### src/rtl/int_seq_pkg.sv
package int_seq_pkg;

    typedef enum logic [2:0] {
        K_MASKABLE  = 3'd0,
        K_FIXED     = 3'd1,
        K_SOFTWARE  = 3'd2,
        K_ADDRMATCH = 3'd3,
        K_STEP      = 3'd4,
        K_DEBUG     = 3'd5
    } src_kind_e;

    typedef enum logic [1:0] {
        ST_IDLE = 2'd0,
        ST_WAIT = 2'd1,
        ST_SEQ  = 2'd2
    } seq_state_e;

    typedef struct packed {
        logic [2:0] kind;
        logic [2:0] prio;
        logic       vec_odd;
        logic       sp_odd;
        logic       narrow;
    } req_t;

    // Extra cycles a source kind adds on top of the bus/parity base.
    function automatic int unsigned kind_extra(input logic [2:0] kind,
                                               input int unsigned dbg_add,
                                               input int unsigned trap_add);
        case (kind)
            K_DEBUG:           return dbg_add;
            K_ADDRMATCH,
            K_STEP:            return trap_add;
            default:           return 0;
        endcase
    endfunction

endpackage

### src/rtl/int_seq_len.sv
module int_seq_len
    import int_seq_pkg::*;
#(
    parameter int unsigned WIDE_BASE  = 18,
    parameter int unsigned NARROW_LEN = 20,
    parameter int unsigned DBG_ADD    = 2,
    parameter int unsigned TRAP_ADD   = 1,
    parameter int unsigned CNT_W      = 5
) (
    input  req_t             req,
    output logic [CNT_W-1:0] len
);
    int unsigned base_len;
    int unsigned total_len;

    always_comb begin
        if (req.narrow) begin
            base_len = NARROW_LEN;
        end else begin
            base_len = WIDE_BASE + int'(req.vec_odd) + int'(req.sp_odd);
        end
        total_len = base_len + kind_extra(req.kind, DBG_ADD, TRAP_ADD);
        len       = total_len[CNT_W-1:0];
    end
endmodule

### src/rtl/int_seq_ipl.sv
module int_seq_ipl
    import int_seq_pkg::*;
#(
    parameter int unsigned IPL_W       = 3,
    parameter int unsigned FIXED_LEVEL = 7
) (
    input  req_t             req,
    input  logic [IPL_W-1:0] cur_ipl,
    output logic [IPL_W-1:0] next_ipl
);
    localparam logic [IPL_W-1:0] FIXED_VAL = IPL_W'(FIXED_LEVEL);

    always_comb begin
        case (req.kind)
            K_MASKABLE: next_ipl = IPL_W'(req.prio);
            K_FIXED:    next_ipl = FIXED_VAL;
            default:    next_ipl = cur_ipl;
        endcase
    end
endmodule

### src/rtl/int_seq_ctrl.sv
module int_seq_ctrl
    import int_seq_pkg::*;
#(
    parameter int unsigned CNT_W = 5
) (
    input  logic             clk,
    input  logic             rst,
    input  logic             req_valid,
    input  logic             instr_done,
    input  logic [CNT_W-1:0] seq_len,
    output logic             accept,
    output logic             finish,
    output logic             busy
);
    seq_state_e       state_q;
    logic [CNT_W-1:0] cnt_q;

    assign busy   = (state_q != ST_IDLE);
    assign accept = (state_q == ST_IDLE) && req_valid;
    assign finish = (state_q == ST_SEQ) && (cnt_q == '0);

    always_ff @(posedge clk) begin
        if (rst) begin
            state_q <= ST_IDLE;
            cnt_q   <= '0;
        end else begin
            case (state_q)
                ST_IDLE: begin
                    if (req_valid) begin
                        state_q <= ST_WAIT;
                    end
                end
                ST_WAIT: begin
                    if (instr_done) begin
                        state_q <= ST_SEQ;
                        cnt_q   <= seq_len - 1'b1;
                    end
                end
                ST_SEQ: begin
                    if (cnt_q == '0) begin
                        state_q <= ST_IDLE;
                    end else begin
                        cnt_q <= cnt_q - 1'b1;
                    end
                end
                default: state_q <= ST_IDLE;
            endcase
        end
    end
endmodule

### src/rtl/int_accept_seq.sv
module int_accept_seq
    import int_seq_pkg::*;
#(
    parameter int unsigned IPL_W       = 3,
    parameter int unsigned WIDE_BASE   = 18,
    parameter int unsigned NARROW_LEN  = 20,
    parameter int unsigned DBG_ADD     = 2,
    parameter int unsigned TRAP_ADD    = 1,
    parameter int unsigned FIXED_LEVEL = 7
) (
    input  logic             clk,
    input  logic             rst,
    input  logic             req_valid,
    input  logic [2:0]       req_kind,
    input  logic [2:0]       req_prio,
    input  logic             vec_lsb,
    input  logic             sp_lsb,
    input  logic             bus_narrow,
    input  logic             instr_done,
    output logic             busy,
    output logic             seq_done,
    output logic [IPL_W-1:0] ipl
);
    localparam int unsigned WIDE_MAX = WIDE_BASE + 2;
    localparam int unsigned BASE_MAX = (WIDE_MAX > NARROW_LEN) ? WIDE_MAX : NARROW_LEN;
    localparam int unsigned ADD_MAX  = (DBG_ADD > TRAP_ADD) ? DBG_ADD : TRAP_ADD;
    localparam int unsigned MAX_LEN  = BASE_MAX + ADD_MAX;
    localparam int unsigned CNT_W    = $clog2(MAX_LEN + 1);

    req_t             req_q;
    req_t             req_in;
    logic [CNT_W-1:0] seq_len;
    logic [IPL_W-1:0] ipl_q;
    logic [IPL_W-1:0] ipl_next;
    logic             done_q;
    logic             accept;
    logic             finish;

    always_comb begin
        req_in.kind    = req_kind;
        req_in.prio    = req_prio;
        req_in.vec_odd = vec_lsb;
        req_in.sp_odd  = sp_lsb;
        req_in.narrow  = bus_narrow;
    end

    int_seq_ctrl #(
        .CNT_W(CNT_W)
    ) ctrl_i (
        .clk        (clk),
        .rst        (rst),
        .req_valid  (req_valid),
        .instr_done (instr_done),
        .seq_len    (seq_len),
        .accept     (accept),
        .finish     (finish),
        .busy       (busy)
    );

    int_seq_len #(
        .WIDE_BASE (WIDE_BASE),
        .NARROW_LEN(NARROW_LEN),
        .DBG_ADD   (DBG_ADD),
        .TRAP_ADD  (TRAP_ADD),
        .CNT_W     (CNT_W)
    ) len_i (
        .req (req_q),
        .len (seq_len)
    );

    int_seq_ipl #(
        .IPL_W      (IPL_W),
        .FIXED_LEVEL(FIXED_LEVEL)
    ) ipl_i (
        .req     (req_q),
        .cur_ipl (ipl_q),
        .next_ipl(ipl_next)
    );

    always_ff @(posedge clk) begin
        if (rst) begin
            req_q  <= '0;
            ipl_q  <= '0;
            done_q <= 1'b0;
        end else begin
            done_q <= finish;
            if (accept) begin
                req_q <= req_in;
            end
            if (finish) begin
                ipl_q <= ipl_next;
            end
        end
    end

    assign seq_done = done_q;
    assign ipl      = ipl_q;
endmodule

### config.mk
export PLATFORM = sky130hd
export DESIGN_NAME = int_accept_seq
export DESIGN_NICKNAME = d
export VERILOG_FILES = /design/src/rtl/int_seq_pkg.sv /design/src/rtl/int_seq_len.sv /design/src/rtl/int_seq_ipl.sv /design/src/rtl/int_seq_ctrl.sv /design/src/rtl/int_accept_seq.sv
export SDC_FILE = /design/constraint.sdc
export NUM_CORES = 1
export LEC_CHECK = 0
export CORE_MARGIN = 2
export CORE_UTILIZATION = 55
export DETAILED_ROUTE_END_ITERATION = 8
export PLACE_DENSITY = 0.84
export SYNTH_ARGS = -nofsm -noshare
export SYNTH_HDL_FRONTEND = slang
export SYNTH_HIERARCHICAL = 1
export SYNTH_SLANG_ARGS = --single-unit
### constraint.sdc
create_clock -name clk -period 7.7 [get_ports clk]
set_input_delay 1.155 -clock clk [delete_from_list [all_inputs] [get_ports clk]]
set_output_delay 1.155 -clock clk [all_outputs]
set_load 0.1 [all_outputs]
==> results of run 1 <==
==> worst min-delay path, cell delays in order (launching register included) <==
cell	delay, ns
dfxtp_1	0.34
mux2i_1	0.06
nor2_1	0.07
==> worst paths after layout <==
| path | endpoint | slack [ns] | cells past startpoint |
|---|---|---|---|
| min | req_q[2] | 0.51 | 2 |
| max | busy | 4.56 | 2 |
| min reg2reg | req_q[2] | 0.51 | 2 |
| max reg2reg | ctrl_i/cnt_q[3] | 4.96 | 8 |
==> cell families after synthesis <==
logic type	share of synthesized area [%]
multiplexers	13.4
buffers and inverters	5.15
adder cells (fa/ha/maj)	6.27
AND/OR/NAND/NOR	20.2
flip-flops	35.8
AO/OA/AOI/OAI	18.0
XOR/XNOR	0.784
other	0.336
==> area by class of cell <==
type / instances / area, um2 / share of cell area [%]
inverters: 4 / 15.0 / 1.15
multi-input cells: 97 / 659 / 50.7
repair buffers: 17 / 170 / 13.1
flip-flops and latches: 20 / 400 / 30.8
well taps: 27 / 33.8 / 2.60
clock buffers: 3 / 22.5 / 1.73
==> power by group <==
part            total, W  internal (W)  switching (W)
logic          0.0000521     0.0000238      0.0000283
clock network  0.0000466     0.0000182      0.0000284
registers       0.000115      0.000109     0.00000563
==> synth_stat cells (3+ instances only) <==
library cell and count:
o311a_1 3, o21ai_0 9, a21oi_1 6, dfxtp_1 20
nor2_1 23, inv_1 4, mux2i_1 15, nor2b_1 3
ha_1 4, o21ai_1 3
==> cells in the final DEF, fill, tap and decap left out, types with 3 or more instances in the layout <==
master and instances:
a21oi_1 6, mux2i_1 15, o21ai_0 9, clkbuf_4 3, nor2b_1 3, o21ai_1 3
o311a_1 3, clkdlybuf4s50_1 17, dfxtp_1 20, inv_1 4, ha_1 4, nor2_1 23
==> metal layers <==
metal / GRT usage [%] / up-vias
met2: 34.0 / 15
met5: 0 / -
met3: 3.37 / 2
li1: - / 483
met4: 7.14 / 0
met1: 22.4 / 446
==> state kept, by name, summed over array words and instances (netlist names) <==
| name | cells |
|---|---|
| ctrl_i/cnt_q | 5 |
| seq_done | 1 |
| ctrl_i/state_q | 2 |
| ipl | 3 |
| req_q | 9 |
==> metrics by stage <==
step	cells	setup WS, ns	utilization (%)
floorplan	127	5.13	-
global placement	165	4.90	65.9
detailed placement	165	4.86	65.9
CTS	168	4.55	67.0
global route	168	4.48	67.0
finish	168	4.56	67.0
==> reports/qor.yml, run 1 <==
clocking:
  cts_tree: "yes"
  clockBufferDepth: 2
  post_cts_buffers: 0
  post_cts_resized: 0
  hold_buffers: 0
  cts-root-buf: "clkbuf_4"
  numCtsBuffers: 3
  cts_max_level: 1
  clk_latency_ns: 0.29
  clock-sinks: 20
  clk_pin_slew_ns: 0.10
placed_design:
  placed_cell_area_mm2: 0.00128
  place.gp.congestion: 0.907
  dp_hpwl_um: 1670
  io_buffer_count: 17
finish:
  drive_gt1_share_pct: 4.96
  fillCellCount: 173
  nNetsFinal: 161
  area_growth_pct: 16.5
  design_area_mm2: 0.00130
  diodes: 0
synthesis:
  ys_types: 40
  synth_edf_count: 0
  synth-main-ff-cell: "dfxtp_1"
  synth_seq_cells: 20
  synth_largest_area_cell: "dfxtp_1"
  syn-cell-area_mm2: 0.00112
  synth_nets: 145
  synth_area_leaders: "dfxtp_1 (36%), mux2i_1 (13%), nor2_1 (7.7%)"
  async_reset_ff_share_pct: 0
  syn_avg_cell_area_um2: 8.80
  synth_top_area_share_pct: 35.8
  yosys_warnings: 6
  syn_inst: 127
  seq_area_frac_synth_pct: 35.8
drt:
  firstDrtPassIters: 4
  top_layer: "met4"
  drt-met1-wl_um: 988
  wl_per_cell_um: 12.8
  met3WireLength_um: 73
  wl_met2_um: 1070
  viasPerCell: 5.63
  drtIter0Drc: 20
  postRouteAntennaNets: 0
  wl_um: 2150
  route.detailed.drc: 0
  vias: 946
die:
  start_util_pct: 57.5
  die_y_um: 49.1
  io_pins: 18
  rows: 16
  die_x_um: 49.1
  coreArea_mm2: 0.00194
  dieArea_mm2: 0.00241
worst_setup_path:
  path_class: "register to output port"
  crit_family: "buffers and inverters"
  cp.required_ns: 6.55
  startpoint: "ctrl_i/state_q[0]"
  crit_path_end_kind: "output port"
  crit_chain: "or2_2 -> clkdlybuf4s50_1"
  path_max_fanout: 6
  crit_arrival_ns: 1.98
  critPathSlowestCell: "clkdlybuf4s50_1"
  path_buf_inv: 1
  crit_path_max_incr_delay_ns: 1.12
  reg2reg_from: "req_q[1]"
  critPathLaunchType: "register"
timing:
  finalSetupViolations: 0
  slew_headroom_pct: 34.2
  holdWs_ns: 0.507
  setup_tns_ns: 0
  rsz0062_at_grt: "false"
  slew_violations: 0
  min_period_over_period_pct: 40.7
  min_period_ns: 3.14
  worstMarginPinSlew_ns: 0.984
  max_freq_ghz: 0.319
  hold_viol: 0
  skew_ns: 0.00626
outcome:
  status: "finished clean"
global_route:
  grt_use_total_pct: 19.0
  grt_remaining_overflow: 0
  grt_antenna_before_repair: 0
  grt_pass1_vias: 870
  grt_pass1_wl_um: 3650
  grt_max_degree: 21
run:
  drv_cap: 0
pwr:
  finalPower_w: 0.000214
  power_leakage_nw: 0.526
  ir_drop_v: 0.000153
  power_density_mw_per_mm2: 164
min_path:
  min_from: "req_q[2]"
  hold_path_class: "register to register"
Note: power is estimated with default switching activity, not from simulation.
==> inputs of run 2 (changes only) <==
Settings changed: CORE_UTILIZATION 55 to 47, PLACE_DENSITY 0.84 to 0.76.
Clock period 7.7 ns to 2.55 ns, I/O delays scaled along.
==> run 2 against run 1 <==
Compared with the run above: highest routed layer unchanged; critical path type is now register to register; clock power rose to 5.6 times the previous value; critical path depth rose by 6; sequential power rose to 3.0 times the previous value.
==> reports/qor.yml, run 2 (synthesized netlist as in run 1, its figures left out) <==
timing:
  slew_headroom_pct: 57.5  # +23 points
  hold_viol: 0  # unchanged
  slew_violations: 0  # unchanged
  skew_ns: 0.0141  # +0.00781 ns
  min_period_ns: 2.48
  rsz0062_at_grt: "false"
  finalSetupViolations: 0  # unchanged
  min_period_over_period_pct: 97.1
  worstMarginPinSlew_ns: 0.633  # -0.351 ns
  max_freq_ghz: 0.404
  holdWs_ns: 0.505  # -0.00250 ns
pwr:
  power_leakage_nw: 0.575  # +9.3%
  seqPwrFrac_pct: 44.7  # -9.1 points
  ir_drop_v: 0.000361  # +140%
  switching_share_pct: 26.7  # -2.4 points
  finalPower_w: 0.000783  # +270%
  power.switching_w: 0.000209  # +240%
  combPwrFrac_pct: 22.2  # -2.2 points
  power_density_mw_per_mm2: 567  # +250%
  internal_power_w: 0.000574  # +280%
  p_clk_share_pct: 33.1  # +11 points
clocking:
  cts-root-buf: "clkbuf_4"
  cts_tree: "yes"
  post_cts_buffers: 0  # unchanged
  hold_buffers: 0  # unchanged
  clockBufferDepth: 2  # unchanged
  clk_latency_ns: 0.31  # +0.02 ns
  numCtsBuffers: 3  # unchanged
  clk_pin_slew_ns: 0.11  # about the same
  cts_max_level: 1  # unchanged
  clock-sinks: 20  # unchanged
drt:
  wl_um: 2300  # +6.9%
  wl_met2_um: 1140  # +6.2%
  viasPerCell: 5.57  # -1.1%
  route.detailed.drc: 0  # unchanged
  vias: 963  # +1.8%
  drt-met1-wl_um: 1050  # +5.9%
  wl_per_cell_um: 13.3  # +3.8%
  drtIter0Drc: 11  # -45%
  top_layer: "met4"
  firstDrtPassIters: 4  # unchanged
  met3WireLength_um: 61  # -16%
  postRouteAntennaNets: 0  # unchanged
die:
  start_util_pct: 50.0  # -7.5 points
  rows: 17  # +1
  dieArea_mm2: 0.00278  # +16%
  io_pins: 18  # unchanged
  die_x_um: 52.8  # +7.5%
  die_y_um: 52.8  # +7.5%
  coreArea_mm2: 0.00223  # +15%
finish:
  largest_reg_flops: 9  # unchanged
  area_growth_pct: 23.6
  layout_common_cells: "nor2_1 (23), dfxtp_1 (16), mux2i_1 (15)"
  final_cells: 173  # +3.0%
  drive_gt1_share_pct: 17.2  # +12 points
  regArea_um2: 405  # +1.3%
  multi_input_area_um2: 693  # +5.1%
  diodes: 0  # unchanged
  fillCellCount: 202  # +17%
  layout_commonest_cell: "nor2_1"
  nNetsFinal: 164  # +1.9%
  regMostFlops: "req_q"
  design_area_mm2: 0.00138  # +6.2%
worst_setup_path:
  path_max_fanout: 2  # -4
  crit_path_end_kind: "register"
  path_buf_inv: 0  # -1
  cp.depth: 8  # +6
  rr_worst_depth: 8  # unchanged
  crit_path_max_incr_delay_ns: 0.49  # -0.63 ns
  rr_endpoint: "ctrl_i/cnt_q[3]"
  path_class: "register to register"
  critPathLaunchType: "register"
  critPathSlowestCell: "or4_4"
  reg2reg_from: "req_q[2]"
  crit_arrival_ns: 2.68  # +0.70 ns
  crit_family: "adder cells"
  rrSetupSlack_ns: 0.07  # -4.89 ns
  crit_chain: "ha_1 -> nor2b_4 -> ha_4 -> fa_2 -> xnor2_2 -> or4_4 -> a31o_1 -> a32o_1"
  cp.required_ns: 2.75  # -3.80 ns
global_route:
  grt_antenna_before_repair: 0  # unchanged
  grt_use_total_pct: 18.9  # -0.11 points
  grt_remaining_overflow: 0  # unchanged
  grt_max_degree: 13  # -38%
  grt_pass1_vias: 917  # +5.4%
  grt_pass1_wl_um: 3880  # +6.2%
placed_design:
  placed_cell_area_mm2: 0.00130  # +1.7%
  io_buffer_count: 17  # unchanged
  place.gp.congestion: 0.812  # -10%
  dp_hpwl_um: 1700  # +2.2%
  dp_cells: 169  # +2.4%
min_path:
  whs_endpoint: "req_q[2]"
  hold_path_class: "register to register"
  hold_path_depth: 2  # unchanged
  min_from: "req_q[2]"
outcome:
  status: "finished clean"
run:
  drv_cap: 0  # unchanged
-- run 2: cell count changes in the layout (fill, tap and decap cells not counted), moves of 4 or more --
cell / before / now
dfxtp_1: 20 / 16
dfxtp_2: 0 / 4
clkdlybuf4s50_1: 17 / 12
buf_4: 0 / 8
-- run 2: how the worst max path moves through the flow --
stage / startpoint / slack (ns) / to
floorplan: req_q[1] / 0.02 / ctrl_i/cnt_q[3]
global placement: req_q[1] / 0.03 / ctrl_i/cnt_q[3]
detailed placement: req_q[1] / -0.03 / ctrl_i/cnt_q[3]
CTS: req_q[2] / 0.03 / ctrl_i/cnt_q[3]
global route: req_q[2] / 0.005 / ctrl_i/cnt_q[4]
finish: req_q[2] / 0.07 / ctrl_i/cnt_q[3]
-- run 2: stage by stage --
stage	TNS (ns)	util, %	worst slack [ns]
final	0	61.8	0.0727
after global routing	0	61.8	0.00500
after CTS	0	61.6	0.0271
after detailed placement	-0.0268	58.2	-0.0268
after global placement	0	58.2	0.0261
after floorplan	0	-	0.0220
-- run 2: metal layers --
metal / vias to the layer above / track usage, %
met2: 18 / 33.5
met1: 447 / 22.3
met5: - / 0
met3: 9 / 3.43
li1: 489 / -
met4: 0 / 7.26
-- run 2: power groups by stage --
stage / registers, W / clock network [W] / logic, W
detailed placement: 0.000354 / 0 / 0.000165
floorplan: 0.000356 / 0 / 0.000116
global route: 0.000352 / 0.000276 / 0.000191
CTS: 0.000349 / 0.000266 / 0.000173
finish: 0.000350 / 0.000259 / 0.000174
global placement: 0.000353 / 0 / 0.000160
-- run 2: area by class of cell --
class                           instances  area share [%]
Timing Repair Buffer                   20            13.0
Sequential cell                        20            29.3
Clock inverter                          1            2.17
Tap cell                               28            2.54
Multi-Input combinational cell         97            50.2
Inverter                                4            1.09
Clock buffer                            3            1.63
-- run 2: worst min-delay path, cell delays in order, from the launching register on --
cell     delay [ns]
dfxtp_2        0.34
mux2i_1        0.06
nor2_1         0.07
-- run 2: repair_timing --
item                                    in CTS  in global routing
gates resized for setup                      7                  3
endpoints found under the setup margin       1                  2
pin swaps                                    6                  3
==> inputs of run 3 (changes only) <==
Settings changed: SLEW_MARGIN set to 20.
==> results of run 3 <==
No change in the layout: final DEF, timing and power equal those of run 2.
